`src/rtl/pss_pkg.sv`:
```
package pss_pkg;
  localparam int WORD_W  = 9;
  localparam int GRP_W   = 3;
  localparam int NUM_GRP = 4;
  localparam int SW_W    = GRP_W * NUM_GRP;

  // Word bit positions (decoded by the switch logic)
  localparam int SHDN_N  = 8;
  localparam int A_PGM   = 0;
  localparam int A_SELM  = 1;
  localparam int A_MHI   = 3;
  localparam int A_MLO   = 2;
  localparam int B_PGM   = 4;
  localparam int B_SELM  = 5;
  localparam int B_MHI   = 6;
  localparam int B_MLO   = 7;

  // Main supply: bit0 ground, bit1 3.3 V, bit2 5 V
  function automatic logic [GRP_W-1:0] main_sel(input logic hi, input logic lo);
    case ({hi, lo})
      2'b01:   main_sel = 3'b010;
      2'b10:   main_sel = 3'b100;
      default: main_sel = 3'b001;
    endcase
  endfunction

  // Programming supply: bit0 ground, bit1 follow main, bit2 12 V
  function automatic logic [GRP_W-1:0] prog_sel(input logic pgm, input logic selm);
    case ({pgm, selm})
      2'b00:   prog_sel = 3'b001;
      2'b01:   prog_sel = 3'b010;
      2'b10:   prog_sel = 3'b100;
      default: prog_sel = 3'b000;
    endcase
  endfunction
endpackage

```
`src/rtl/pss_sync.sv`:
```
module pss_sync #(
  parameter int STAGES = 2
) (
  input  logic clk,
  input  logic rst,
  input  logic din,
  output logic dout
);
  logic [STAGES-1:0] pipe;

  always_ff @(posedge clk) begin
    if (rst) pipe <= '0;
    else     pipe <= {pipe[STAGES-2:0], din};
  end

  assign dout = pipe[STAGES-1];
endmodule

```
`src/rtl/pss_rise.sv`:
```
module pss_rise (
  input  logic clk,
  input  logic rst,
  input  logic lvl,
  output logic rise
);
  logic lvl_q;

  always_ff @(posedge clk) begin
    if (rst) lvl_q <= 1'b0;
    else     lvl_q <= lvl;
  end

  assign rise = lvl & ~lvl_q;
endmodule

```
`src/rtl/pss_shift.sv`:
```
module pss_shift #(
  parameter int W = 9
) (
  input  logic         clk,
  input  logic         rst,
  input  logic         sample,
  input  logic         bit_in,
  input  logic         load,
  output logic [W-1:0] word_q
);
  logic [W-1:0] shreg;

  always_ff @(posedge clk) begin
    if (rst) begin
      shreg  <= '0;
      word_q <= '0;
    end else begin
      if (sample) shreg  <= {shreg[W-2:0], bit_in};
      if (load)   word_q <= shreg;
    end
  end
endmodule

```
`src/rtl/pss_decode.sv`:
```
module pss_decode
  import pss_pkg::*;
(
  input  logic [WORD_W-1:0] word,
  input  logic              therm,
  output logic [SW_W-1:0]   tgt
);
  always_comb begin
    tgt = '0;
    if (word[SHDN_N] && !therm) begin
      tgt[0*GRP_W +: GRP_W] = main_sel(word[A_MHI], word[A_MLO]);
      tgt[1*GRP_W +: GRP_W] = prog_sel(word[A_PGM], word[A_SELM]);
      tgt[2*GRP_W +: GRP_W] = main_sel(word[B_MHI], word[B_MLO]);
      tgt[3*GRP_W +: GRP_W] = prog_sel(word[B_PGM], word[B_SELM]);
    end
  end
endmodule

```
`src/rtl/pss_bbm.sv`:
```
module pss_bbm #(
  parameter int W = 3
) (
  input  logic         clk,
  input  logic         rst,
  input  logic [W-1:0] tgt,
  output logic [W-1:0] en
);
  always_ff @(posedge clk) begin
    if (rst)                          en <= '0;
    else if (tgt == en)               en <= en;
    else if (en != '0 && tgt != '0)   en <= '0;   // open first
    else                              en <= tgt;
  end
endmodule

```
`src/rtl/pwr_switch_ctrl.sv`:
```
module pwr_switch_ctrl
  import pss_pkg::*;
#(
  parameter int SYNC_STAGES = 2
) (
  input  logic                clk,
  input  logic                rst,
  input  logic                ser_data,
  input  logic                ser_clk,
  input  logic                ser_latch,
  input  logic [NUM_GRP-1:0]  oc_flag,
  input  logic                therm_fault,
  output logic [SW_W-1:0]     sw_en,
  output logic                fault_n
);
  logic data_s, sclk_s, latch_s, therm_s;
  logic sclk_rise, latch_rise;
  logic [WORD_W-1:0] word_q;
  logic [SW_W-1:0]   tgt;

  pss_sync #(.STAGES(SYNC_STAGES)) u_sync_d (.clk(clk), .rst(rst), .din(ser_data),    .dout(data_s));
  pss_sync #(.STAGES(SYNC_STAGES)) u_sync_c (.clk(clk), .rst(rst), .din(ser_clk),     .dout(sclk_s));
  pss_sync #(.STAGES(SYNC_STAGES)) u_sync_l (.clk(clk), .rst(rst), .din(ser_latch),   .dout(latch_s));
  pss_sync #(.STAGES(SYNC_STAGES)) u_sync_t (.clk(clk), .rst(rst), .din(therm_fault), .dout(therm_s));

  pss_rise u_rise_c (.clk(clk), .rst(rst), .lvl(sclk_s),  .rise(sclk_rise));
  pss_rise u_rise_l (.clk(clk), .rst(rst), .lvl(latch_s), .rise(latch_rise));

  pss_shift #(.W(WORD_W)) u_shift (
    .clk(clk), .rst(rst), .sample(sclk_rise), .bit_in(data_s),
    .load(latch_rise), .word_q(word_q)
  );

  pss_decode u_dec (.word(word_q), .therm(therm_s), .tgt(tgt));

  for (genvar g = 0; g < NUM_GRP; g++) begin : g_grp
    pss_bbm #(.W(GRP_W)) u_bbm (
      .clk(clk), .rst(rst),
      .tgt(tgt[g*GRP_W +: GRP_W]),
      .en(sw_en[g*GRP_W +: GRP_W])
    );
  end

  always_ff @(posedge clk) begin
    if (rst) fault_n <= 1'b1;
    else     fault_n <= ~|oc_flag;
  end
endmodule

```
`config.mk`:
```
export PLATFORM = sky130hd
export DESIGN_NAME = pwr_switch_ctrl
export DESIGN_NICKNAME = d
export VERILOG_FILES = /design/src/rtl/pss_pkg.sv /design/src/rtl/pss_sync.sv /design/src/rtl/pss_rise.sv /design/src/rtl/pss_shift.sv /design/src/rtl/pss_decode.sv /design/src/rtl/pss_bbm.sv /design/src/rtl/pwr_switch_ctrl.sv
export SDC_FILE = /design/constraint.sdc
export NUM_CORES = 1
export LEC_CHECK = 0
export BUFFER_PORTS_ARGS = -buffer_cell sky130_fd_sc_hd__buf_2
export CORE_MARGIN = 1
export CORE_UTILIZATION = 59
export CTS_CLUSTER_DIAMETER = 100
export DETAILED_ROUTE_END_ITERATION = 7
export PLACE_DENSITY = 0.83
export SYNTH_ARGS = -nofsm -noshare
export SYNTH_HDL_FRONTEND = slang
export SYNTH_SLANG_ARGS = --single-unit
```
`constraint.sdc`:
```
create_clock -name clk -period 2.83 [get_ports clk]
set_input_delay 0.1415 -clock clk [delete_from_list [all_inputs] [get_ports clk]]
set_output_delay 0.1415 -clock clk [all_outputs]
set_load 0.02 [all_outputs]
```
* Word-level counts from Yosys, hierarchy flattened
Cells that the tools add are included.
W data, S select, Z words.
** Storage, ports and cells
- Flip-flop bits (word level) :: 41
- Latch bits :: 0
- RAM bits :: 0
- Memory bits (read-only) :: 0
- Input port bits :: 10
- Output and inout bits :: 13
- Logic and storage cells :: 56
- Memories kept :: 0
** Operators by class
- $add $sub $neg :: 0
- Multipliers :: 0
- Divide/modulo/power cells :: 0
- Magnitude comparators :: 0
- Equality and inequality tests :: 12
- Shift-type cells :: 0
- Multiplexer cells :: 9
- Bitwise operators :: 4
- Reductions and logical operators :: 18
** Operators by type and width (count)
- $reduce_bool A3 Y1 :: 8
- $pmux W3 S3 :: 2
- $eq A3 B3 Y1 :: 4
- $mux W12 :: 1
- $mux W3 :: 4
- $pmux W3 S2 :: 2
- $eq A2 B1 Y1 const B :: 4
- $eq A2 B2 Y1 const B :: 4
- $logic_and A1 B1 Y1 :: 5
- $logic_not A2 Y1 :: 2
- $reduce_or A4 Y1 :: 1
- $and A1 B1 Y1 :: 2
- $logic_not A1 Y1 :: 2
- $not A1 Y1 :: 2

* Depth between registers and ports, before layout
Gate-level depths: netlist of run 1.
- Depth in word-level cells :: 6
- Mapped depth :: 6
- Mapped depth without buffers :: 6

* Modules after synthesis
Synthesis of run 1 repeated with hierarchy kept, for this count alone.
** Unflattened totals
- Cells, all modules :: 217
- Area, all modules :: 2139.6 µm²
** Modules (own cells, without submodules)
- pss_bbm :: instances 4, cells an instance 28, area each 227.7 µm², sequential area each 60.1 µm²
- pss_shift :: instances 1, cells an instance 58, area each 646.9 µm², sequential area each 360.3 µm²
- pss_decode :: instances 1, cells an instance 22, area each 236.5 µm², sequential area each 0.0 µm²
- pss_sync :: instances 4, cells an instance 4, area each 52.6 µm², sequential area each 40.0 µm²
- pss_rise :: instances 2, cells an instance 3, area each 47.5 µm², sequential area each 20.0 µm²
- pwr_switch_ctrl :: instances 1, cells an instance 3, area each 40.0 µm², sequential area each 20.0 µm²

* Worst setup path before layout of run 1
Ideal clock, no wire load.
- Kind :: register to register
- From :: register u_shift.word_q[2]
- To :: register g_grp[0].u_bbm.en[0]
- Setup time :: 0.061 ns
- Arrival :: 1.395 ns
- Required time :: 2.769 ns
- Path slack :: 1.374 ns
- Cell stages (with the launch flop) :: 7
- Buffers on the path :: 0
- Clock period less this slack :: 1.456 ns
- Path through :: dfxtp_1 > inv_1 > ha_1 > nor4bb_1 > a31oi_1 > o32ai_1 > a32o_1
** Between the ends
- Cells in the longest elaborated chain, start to end :: 6
- Elaborated cells between the ends (all ways) :: 8
- Those cells by class :: eq/ne: 3; mux: 3; reduce/logical: 2
** Ends and longest elaborated chain
- start, declared :: line pss_shift.sv:9 : output logic [W-1:0] word_q
- start signal, assigned :: line pss_shift.sv:19 : if (load) word_q <= shreg;
- $eq A2 B2 Y1 or $eq A2 B1 Y1 (tied branches) :: line pss_pkg.sv:20 : case ({hi, lo})
- $pmux W3 S2 * :: line pss_pkg.sv:20
- $mux W12 * :: line pss_decode.sv:10 : if (word[SHDN_N] && !therm) begin
- $reduce_bool A3 Y1 :: line pss_bbm.sv:12 : else if (en != '0 && tgt != '0) en <= '0;
- $logic_and A1 B1 Y1 :: line pss_bbm.sv:12
- $mux W3 :: line pss_bbm.sv:12
- end signal, assigned :: line pss_bbm.sv:11 : else if (tgt == en) en <= en;
- end signal, assigned :: line pss_bbm.sv:13 : else en <= tgt;
- end, declared :: line pss_bbm.sv:7 : output logic [W-1:0] en
Mark *: on every way between the ends. The rest lies on a longest branch, timed or not.
A chain may end at the register's enable or synchronous reset.

* Worst setup path after layout of run 1
- From :: register u_shift.word_q[6]
- To :: register g_grp[2].u_bbm.en[0]
** Between the ends
- Cells in the longest elaborated chain, start to end :: 6
- Elaborated cells between the ends (all ways) :: 8
- Those cells by class :: eq/ne: 3; mux: 3; reduce/logical: 2
** Ends and longest elaborated chain (line)
- $eq A2 B2 Y1 or $eq A2 B1 Y1 (tied branches) :: pss_pkg.sv:20
- $pmux W3 S2 * :: pss_pkg.sv:20
- $mux W12 * :: pss_decode.sv:10
- $reduce_bool A3 Y1 :: pss_bbm.sv:12
- $logic_and A1 B1 Y1 :: pss_bbm.sv:12
- $mux W3 :: pss_bbm.sv:12
- end signal, assigned :: pss_bbm.sv:11
- end signal, assigned :: pss_bbm.sv:13
- end, declared :: pss_bbm.sv:7
Marked as above.

==> impl_summary.txt, run 1 <==
----------------------------------------------------
[Outcome]
  Run status ... finished, final reports clean

[Route]
  Routed wire length ... 2.91 mm
  Top sig layer ... met4
  Final ANT Viol Nets ... 0
  Number of remaining DRC errors ... 0
  Metal3 WL ... 121 um
  Detailed-routing wirelength on met1 ... 1.35 mm
  Post-detailed-route via-to-cell ratio ... 5.54
  Via count ... 1347
  Routed wire length on met2 ... 1.38 mm
  Wirelength per Cell ... 12.0 um
  Number of iterations in the first detailed-routing pass ... 4
  Starting DRC count in detailed routing ... 25

[Floorplanning]
  Total Die Area ... 3010 um2
  Initial core utilization ... 64.1%
  Vertical die dimension ... 54.8 um
  Number of rows created at floorplan ... 18
  Number of top-level pins ... 23
  Width of the die ... 54.8 um
  Core Box Area ... 2570 um2

[Global routing]
  Wire length of the first global-routing pass ... 4.84 mm
  Maximum number of pins on one net before global-route repair ... 36
  Combined global-route utilization of all metal layers ... 23.7%
  Final global-route overflow total ... 0
  Vias in the first global route ... 1137
  Antenna violations before repair ... 0

[Pwr]
  Leakage power summed over all cells ... 0.718 nW
  Peak VDD IR ... 0.507 mV
  Cell area power density ... 486 nW/um2

[Worst hold path]
  Class of the worst hold path ... in -> reg
  Worst hold path depth ... 2

[Finish]
  Most used cells in the layout excluding fill and tap cells ... 41 x dfxtp_1, 38 x nand2_1, 22 x buf_2
  Count of antenna diodes in the layout ... 0
  Layout fillers ... 197
  Area grow syn2layout ... 13.4%
  Final layout net count ... 226
  Layout cells sized above 1 ... 15.5%
  Most frequent standard cell in the layout excluding fill and tap cells ... dfxtp_1

[Worst setup path]
  Largest fanout on the critical path ... 4
  Slowest stage delay, CP ... 0.38 ns
  Critical Path, Cell by Cell ... inv_1 > ha_1 > nor4bb_1 > a31oi_1 > o32ai_1 > a32o_1
  Critical-path top delay cell ... dfxtp_1
  Worst setup path category ... reg -> reg
  Critical path arrival ... 2.00 ns
  Element type at the critical path start ... flip-flop
  Required time at the endpoint of the critical path ... 3.13 ns
  Kind of capture point of the worst setup path ... flip-flop
  Worst-case reg-to-reg path depth ... 6

[Synthesis]
  Synthesized Nets ... 200
  Fraction of the yosys area taken by sequential cells ... 49.8%
  Number of synthesized register bits ... 41
  Cell area after synthesis ... 1650 um2
  Total number of yosys warnings ... 0
  Synth area leader ... dfxtp_1
  Fraction of post-synthesis cell area in the top cell type by area ... 49.8%
  Yosys cell types ... 32
  Synthesized netlist cell count ... 186
  Mean post-synth cell area ... 8.85 um2
  Synth top area cells ... dfxtp_1 50%, nand2_1 8.7%, a21oi_1 5.5%, nor2b_1 4.6%, nor2_1 3.2%

[Timing]
  Achievable Freq ... 590 MHz
  Normalized max-slew margin ... 60.6%
  Final worst path period share ... 59.8%
  Slew @ Worst Pin ... 0.590 ns
  Number of failing hold endpoints at the final stage ... 0
  Minimum clock period ... 1.69 ns
  Sum of negative setup slack ... 0 ns
  Smallest hold slack ... 0.270 ns
  Final-report setup violation count ... 0
  Number of slew-limit violations in the final report ... 0
  Setup repair after global routing missed its margin ... no
  Post-route clock skew ... 0.00688 ns

[Clock tree]
  CTS Root Cell ... clkbuf_4
  Reg clk slew, reported paths ... 0.12 ns
  TritonCTS sink count ... 41
  H-tree lvl count ... 2
  Number of setup buffers added after CTS ... 0
  Number of buffers between clock root and the deepest sink ... 2
  Cts hold-fix bufs ... 6
  Number of buffers created by CTS ... 5
  Worst-skew pair later-pin latency ... 0.35 ns
  TritonCTS clock tree ... built
  Post-CTS Resized ... 0

[Placed design]
  Port Buf Inserts ... 22
  GP Congestion ... 0.734
  Half-perimeter wire length after placement ... 1.98 mm

[Run]
  Maxcap violations ... 0

----------------------------------------------------
registers in the layout, indices dropped and copies added (netlist names):
| signal | flops |
|---|---|
| fault_n | 1 |
| u_shift.shreg | 9 |
| u_rise_c.lvl_q | 1 |
| u_sync_c.pipe | 2 |
| u_sync_l.pipe | 2 |
| g_grp.u_bbm.en | 12 |
| u_rise_l.lvl_q | 1 |
| u_sync_d.pipe | 2 |
| u_sync_t.pipe | 2 |
| u_shift.word_q | 9 |
path summary, 6_finish.rpt:
kind         slack (ns)                           endpoint                      startpoint
max                1.14  g_grp[2].u_bbm.en[0]$_SDFFE_PP0P_  u_shift.word_q[6]$_SDFFE_PP0P_
min                0.27        u_sync_t.pipe[1]$_SDFF_PP0_                             rst
max reg2reg        1.14  g_grp[2].u_bbm.en[0]$_SDFFE_PP0P_  u_shift.word_q[6]$_SDFFE_PP0P_
min reg2reg        0.45      u_shift.shreg[0]$_SDFFE_PP0P_     u_sync_d.pipe[1]$_SDFF_PP0_
final cells by class:
class,instances,area [um2],share of cell area [%]
flip-flops and latches,41,821,43.9
repair buffers,28,170,9.11
inverters,7,26.3,1.41
multi-input cells,129,758,40.6
well taps,30,37.5,2.01
clock buffers,5,37.5,2.01
clock inverters,3,17.5,0.938
metal layers:
| metal | vias to the layer above | GRT usage, % |
|---|---|---|
| li1 | 693 | - |
| met1 | 616 | 26.4 |
| met2 | 33 | 39.2 |
| met3 | 5 | 8.33 |
| met4 | 0 | 12.8 |
| met5 | - | 0 |
critical path: cells and delay by family (launching register included):
kind	cells	cell delay [ns]
compound gates	3	0.55
fa+ha+maj	1	0.34
buf+inv	1	0.05
flops	1	0.38
simple gates	1	0.32
cell usage after synthesis, drive strengths merged:
master,number
dfxtp,41
nand2,38
a21oi,18
nor2,14
nor2b,12
clkbuf,8
inv,7
a32o,4
ha,4
xnor2,4
a31oi,3
and3,3
nand2b,3
nor4,3
o21ai,3
nand3b,2
nor3b,2
nor4bb,2
o2111a,2
o32ai,2
or3b,2
or4,2
a21o,1
buf,1
o21bai,1
o31ai,1
o41ai,1
or4b,1
xor2,1
through the flow:
step,utilization [%],cell area [um2],instances,setup WS (ns),total power [mW]
2_1_floorplan,-,1650,186,1.37,0.619
3_3_place_gp,68.3,1750,229,1.30,0.627
3_5_place_dp,68.3,1750,229,1.21,0.628
4_1_cts,72.8,1870,243,1.17,0.915
5_1_grt,72.8,1870,243,1.05,0.944
6_report,72.8,1870,243,1.14,0.908
logic make-up after synthesis:
family / after synthesis / share of synthesized area, %
AND/OR/NAND/NOR: 84 / 25.7
flip-flops: 41 / 49.8
AO/OA/AOI/OAI: 36 / 14.7
buffers and inverters: 16 / 4.10
XOR/XNOR: 5 / 2.66
adder cells (fa/ha/maj): 4 / 3.04
where the power goes:
part / leakage (nW) / internal [mW] / switching [mW]
registers: 0.332 / 0.584 / 0.00257
logic: 0.355 / 0.0160 / 0.0185
clock network: 0.0310 / 0.0937 / 0.193
total: 0.718 / 0.694 / 0.215
(Power assumes the default switching activity.)
==> run 2, diff against run 1 <==
Settings changed: CORE_UTILIZATION 59 to 50, PLACE_DENSITY 0.83 to 0.75.
Clock period 2.83 ns to 1.4 ns, I/O delays scaled along.
==> impl_summary.txt, run 2 (synthesis results as in run 1) <==
----------------------------------------------------
[Route]
  Wirelength per Cell ... 12.5 um
  Number of iterations in the first detailed-routing pass ... 4
  Routed wire length ... 3.32 mm
  Post-detailed-route via-to-cell ratio ... 5.22
  Final ANT Viol Nets ... 0
  Starting DRC count in detailed routing ... 29
  Via count ... 1384
  Number of remaining DRC errors ... 0

[Finish]
  Most frequent standard cell in the layout excluding fill and tap cells ... nand2_1
  Layout fillers ... 258
  Post-layout util ... 68.4%
  Multi-input logic area ... 900 um2
  Area used by sequential logic in the layout ... 833 um2
  Final layout net count ... 234
  Post-route insts no fill ... 265
  Register ranked first by flip-flop count ... g_grp.u_bbm.en
  Flip-flop count of the largest register, all copies and words added ... 12
  Post-layout instance area ... 2100 um2
  Area grow syn2layout ... 27.8%
  Layout cells sized above 1 ... 29.0%
  Most used cells in the layout excluding fill and tap cells ... 38 x nand2_1, 35 x dfxtp_1, 22 x buf_2
  Largest registers ... g_grp.u_bbm.en: 12 flops, u_shift.shreg: 9 flops, u_shift.word_q: 9 flops
  Count of antenna diodes in the layout ... 0

[Worst setup path]
  Worst reg2reg path endpoint ... g_grp[0].u_bbm.en[1]$_SDFFE_PP0P_
  Worst-case reg-to-reg path depth ... 6
  Reg2reg start ... u_shift.word_q[2]$_SDFFE_PP0P_
  Largest fanout on the critical path ... 4
  Worst setup path category ... reg -> reg
  Kind of capture point of the worst setup path ... flip-flop
  Register-to-Register Setup Slack ... -0.09 ns
  Critical path arrival ... 1.72 ns
  Required time at the endpoint of the critical path ... 1.64 ns
  Element type at the critical path start ... flip-flop

[Floorplanning]
  Number of rows created at floorplan ... 20
  Width of the die ... 59.4 um
  Core Box Area ... 3080 um2
  Number of top-level pins ... 23
  Vertical die dimension ... 59.4 um
  Total Die Area ... 3530 um2
  Initial core utilization ... 53.5%

[Clock tree]
  H-tree lvl count ... 2
  TritonCTS clock tree ... built
  Number of buffers between clock root and the deepest sink ... 2
  TritonCTS sink count ... 41
  Number of buffers created by CTS ... 5
  CTS Root Cell ... clkbuf_4
  Worst-skew pair later-pin latency ... 0.33 ns
  Reg clk slew, reported paths ... 0.11 ns

[Pwr]
  Switching part of the total power ... 22.2%
  Cell area power density ... 859 nW/um2
  Clock share of power ... 30.4%
  Proportion of power drawn by flip-flops and latches ... 65.4%
  Combinational cell fraction of total power ... 4.2%
  Leakage power summed over all cells ... 0.784 nW
  Total net switching power ... 0.402 mW
  Internal power ... 1.41 mW
  Peak VDD IR ... 0.660 mV

[Global routing]
  Wire length of the first global-routing pass ... 5.55 mm
  Final global-route overflow total ... 0
  Maximum number of pins on one net before global-route repair ... 34
  Combined global-route utilization of all metal layers ... 21.4%
  Vias in the first global route ... 1327
  Antenna violations before repair ... 0

[Timing]
  Setup repair after global routing missed its margin ... yes
  Number of slew-limit violations in the final report ... 0
  Slew @ Worst Pin ... 0.387 ns
  Achievable Freq ... 672 MHz
  Post-route clock skew ... 0.00616 ns
  Final worst-path setup slack ... -0.0878 ns
  Minimum clock period ... 1.49 ns
  Final worst path period share ... 106%
  Number of failing hold endpoints at the final stage ... 0
  Normalized max-slew margin ... 73.9%
  Final-report setup violation count ... 6

[Placed design]
  Placement Cell Area ... 1830 um2
  GP Congestion ... 0.833
  Port Buf Inserts ... 22
  Placed Cells incl. Taps ... 249
  Half-perimeter wire length after placement ... 2.13 mm
  Worst slack after detailed placement ... -0.125 ns

[Worst hold path]
  Startpoint of the most critical hold path ... rst
  Class of the worst hold path ... in -> reg
  Endpoint of the worst hold path ... g_grp[3].u_bbm.en[0]$_SDFFE_PP0P_
  Worst hold path depth ... 5

[Outcome]
  Violations in the final reports ... negative setup slack
  Run status ... finished with violations

[Run]
  Maxcap violations ... 0

----------------------------------------------------
==> run 2: changes by cell type in the layout (fill, tap and decap cells not counted), moves of 3 or more <==
cell	delta
ha_4	+3
dfxtp_1	-6
inv_1	-3
dfxtp_2	+4
ha_1	-3
buf_4	+7
==> run 2: layout make-up <==
type	count	share of cell area, %
multi-input combinational	129	42.7
sequential	41	39.6
timing repair buffer	36	11.1
tap	44	2.62
clock buffer	6	1.96
inverter	7	1.49
clock inverter	2	0.476
==> run 2: per-stage QoR <==
stage	hold slack (ns)	power (mW)	TNS, ns
final	0.128	1.81	-0.351
after global routing	0.145	1.90	-0.719
after CTS	0.126	1.83	-0.268
after detailed placement	0.260	1.28	-0.647
after global placement	0.247	1.27	-0.0982
after floorplan	0.159	1.25	0
==> run 2: worst max-delay path, stage by stage, from the launching register on <==
cell,delay (ns)
dfxtp_4,0.39
inv_4,0.04
ha_4,0.29
nor4bb_4,0.05
a31oi_1,0.21
o32ai_2,0.13
a32o_1,0.27
==> run 2: repair_timing <==
action,in CTS,in global routing
pin swaps,11,11
cloned,0,0
resized for setup,13,19
hold endpoints to repair,5,0
endpoints found under the setup margin,7,8
hold buffers,6,0
buffers inserted,2,0
==> run 2: power groups by stage <==
| stage | Combinational [mW] | Clock, mW | Sequential, mW |
|---|---|---|---|
| 2_1_floorplan | 0.0379 | 0 | 1.21 |
| 3_3_place_gp | 0.0610 | 0 | 1.21 |
| 3_5_place_dp | 0.0629 | 0 | 1.21 |
| 4_1_cts | 0.0769 | 0.571 | 1.19 |
| 5_1_grt | 0.0839 | 0.635 | 1.19 |
| 6_report | 0.0763 | 0.549 | 1.18 |
==> run 2: how the worst max path moves through the flow <==
stage                                         from                                 to  slack [ns]  depth (start not counted)
floorplan           u_shift.word_q[2]$_SDFFE_PP0P_  g_grp[0].u_bbm.en[0]$_SDFFE_PP0P_      0.0001                          6
global placement    u_shift.word_q[2]$_SDFFE_PP0P_  g_grp[0].u_bbm.en[1]$_SDFFE_PP0P_       -0.03                          6
detailed placement  u_shift.word_q[2]$_SDFFE_PP0P_  g_grp[0].u_bbm.en[0]$_SDFFE_PP0P_       -0.12                          6
CTS                 u_shift.word_q[6]$_SDFFE_PP0P_  g_grp[2].u_bbm.en[2]$_SDFFE_PP0P_       -0.06                          6
global route        u_shift.word_q[3]$_SDFFE_PP0P_  g_grp[0].u_bbm.en[1]$_SDFFE_PP0P_       -0.13                          6
finish              u_shift.word_q[2]$_SDFFE_PP0P_  g_grp[0].u_bbm.en[1]$_SDFFE_PP0P_       -0.09                          6
==> run 2: layer usage <==
| metal | vias up | GRT usage [%] | share of wire, % |
|---|---|---|---|
| met4 | 0 | 9.52 | 0.75 |
| li1 | 702 | - | - |
| met2 | 37 | 37.6 | 52 |
| met3 | 2 | 6.55 | 4.5 |
| met1 | 643 | 23.5 | 42 |
| met5 | - | 0 | 0 |
==> run 3, diff against run 2 <==
Settings changed: CORE_UTILIZATION 50 to 59, PLACE_DENSITY 0.75 to 0.83.
Clock period 1.4 ns to 1.8 ns, I/O delays scaled along.
==> impl_summary.txt, run 3 (synthesis results as in run 1) <==
----------------------------------------------------
[Timing]
  Post-route clock skew ... 0.0104 ns
  Slew @ Worst Pin ... 0.551 ns
  Sum of negative setup slack ... 0 ns
  Number of failing hold endpoints at the final stage ... 0
  Normalized max-slew margin ... 63.2%
  Final-report setup violation count ... 0
  Minimum clock period ... 1.65 ns
  Number of slew-limit violations in the final report ... 0
  Achievable Freq ... 605 MHz
  Setup repair after global routing missed its margin ... no
  Final worst path period share ... 91.9%

[Finish]
  Final layout net count ... 227
  Post-layout util ... 73.5%
  Largest registers ... g_grp.u_bbm.en: 12 flops, u_shift.shreg: 9 flops, u_shift.word_q: 9 flops
  Area grow syn2layout ... 14.6%
  Most frequent standard cell in the layout excluding fill and tap cells ... dfxtp_1
  Most used cells in the layout excluding fill and tap cells ... 41 x dfxtp_1, 38 x nand2_1, 22 x buf_2
  Layout cells sized above 1 ... 16.0%
  Register ranked first by flip-flop count ... g_grp.u_bbm.en
  Post-layout instance area ... 1890 um2
  Count of antenna diodes in the layout ... 0
  Flip-flop count of the largest register, all copies and words added ... 12

[Worst setup path]
  Worst setup path category ... reg -> reg
  Largest fanout on the critical path ... 4
  Critical path arrival ... 1.95 ns
  Required time at the endpoint of the critical path ... 2.10 ns
  Element type at the critical path start ... flip-flop
  Kind of capture point of the worst setup path ... flip-flop

[Global routing]
  Combined global-route utilization of all metal layers ... 23.8%
  Vias in the first global route ... 1241
  Final global-route overflow total ... 0
  Maximum number of pins on one net before global-route repair ... 34
  Antenna violations before repair ... 0
  Wire length of the first global-routing pass ... 4.97 mm

[Route]
  Routed wire length ... 3.14 mm
  Number of iterations in the first detailed-routing pass ... 4
  Post-detailed-route via-to-cell ratio ... 5.63
  Via count ... 1367
  Wirelength per Cell ... 12.9 um
  Number of remaining DRC errors ... 0
  Final ANT Viol Nets ... 0
  Starting DRC count in detailed routing ... 27

[Floorplanning]
  Initial core utilization ... 64.1%
  Number of top-level pins ... 23
  Total Die Area ... 3010 um2
  Core Box Area ... 2570 um2
  Number of rows created at floorplan ... 18
  Width of the die ... 54.8 um
  Vertical die dimension ... 54.8 um

[Outcome]
  Run status ... finished, final reports clean

[Pwr]
  Leakage power summed over all cells ... 0.724 nW
  Cell area power density ... 765 nW/um2
  Peak VDD IR ... 0.756 mV

[Clock tree]
  Number of buffers between clock root and the deepest sink ... 2
  TritonCTS sink count ... 41
  Number of buffers created by CTS ... 5
  CTS Root Cell ... clkbuf_4
  Worst-skew pair later-pin latency ... 0.34 ns
  Reg clk slew, reported paths ... 0.12 ns
  H-tree lvl count ... 2
  TritonCTS clock tree ... built

[Placed design]
  Port Buf Inserts ... 22
  Placement Cell Area ... 1760 um2
  GP Congestion ... 0.735
  Half-perimeter wire length after placement ... 2.16 mm

[Worst hold path]
  Class of the worst hold path ... in -> reg

[Run]
  Maxcap violations ... 0

----------------------------------------------------
-- run 3: final timing paths --
kind                                        from                                 to  slack [ns]  cells after the start
setup / recovery  u_shift.word_q[6]$_SDFFE_PP0P_  g_grp[2].u_bbm.en[0]$_SDFFE_PP0P_        0.15                      6
hold / removal                               rst  g_grp[3].u_bbm.en[0]$_SDFFE_PP0P_        0.16                      5
setup reg to reg  u_shift.word_q[6]$_SDFFE_PP0P_  g_grp[2].u_bbm.en[0]$_SDFFE_PP0P_        0.15                      6
hold reg to reg      u_sync_d.pipe[1]$_SDFF_PP0_      u_shift.shreg[0]$_SDFFE_PP0P_        0.45                      2
-- run 3: power breakdown --
group,switching (mW),total (mW),internal [mW]
sequential,0.00399,0.922,0.918
combinational,0.0304,0.0570,0.0266
clock,0.281,0.464,0.183
total,0.315,1.44,1.13
-- run 3: routing by layer --
layer  vias up  GRT usage [%]  wire, um  share of wire [%]
li1        697              -         -                  -
met1       623           24.1      1320                 42
met2        38           43.8      1590                 51
met3         9           6.11       153                4.9
met4         0           12.8        74                2.4
met5         -              0         0                  0
-- run 3: worst max-delay path, stage by stage, from the launching register on --
cell	delay, ns
dfxtp_1	0.37
inv_1	0.05
ha_1	0.34
nor4bb_1	0.31
a31oi_1	0.08
o32ai_1	0.24
a32o_1	0.23
-- run 3: stage by stage --
step / std cells / hold slack, ns / power [mW] / worst slack [ns]
finish: 243 / 0.164 / 1.44 / 0.147
global route: 243 / 0.184 / 1.50 / 0.00702
CTS: 243 / 0.157 / 1.46 / 0.145
detailed placement: 230 / 0.273 / 0.989 / 0.191
global placement: 230 / 0.266 / 0.988 / 0.300
floorplan: 186 / 0.179 / 0.973 / 0.344
-- run 3: layout make-up --
cell class	instances	area, um2
fill	212	681
sequential	41	821
tap	30	37.5
multi-input combinational	129	766
timing repair buffer	29	178
inverter	7	26.3
clock buffer	6	51.3
clock inverter	1	7.51
-- run 3: repair_timing --
action,4_1_cts,5_1_grt
endpoints found under the hold margin,5,0
setup buffers,0,0
hold buffers,6,0
resized for setup,0,1
endpoints found under the setup margin,0,1
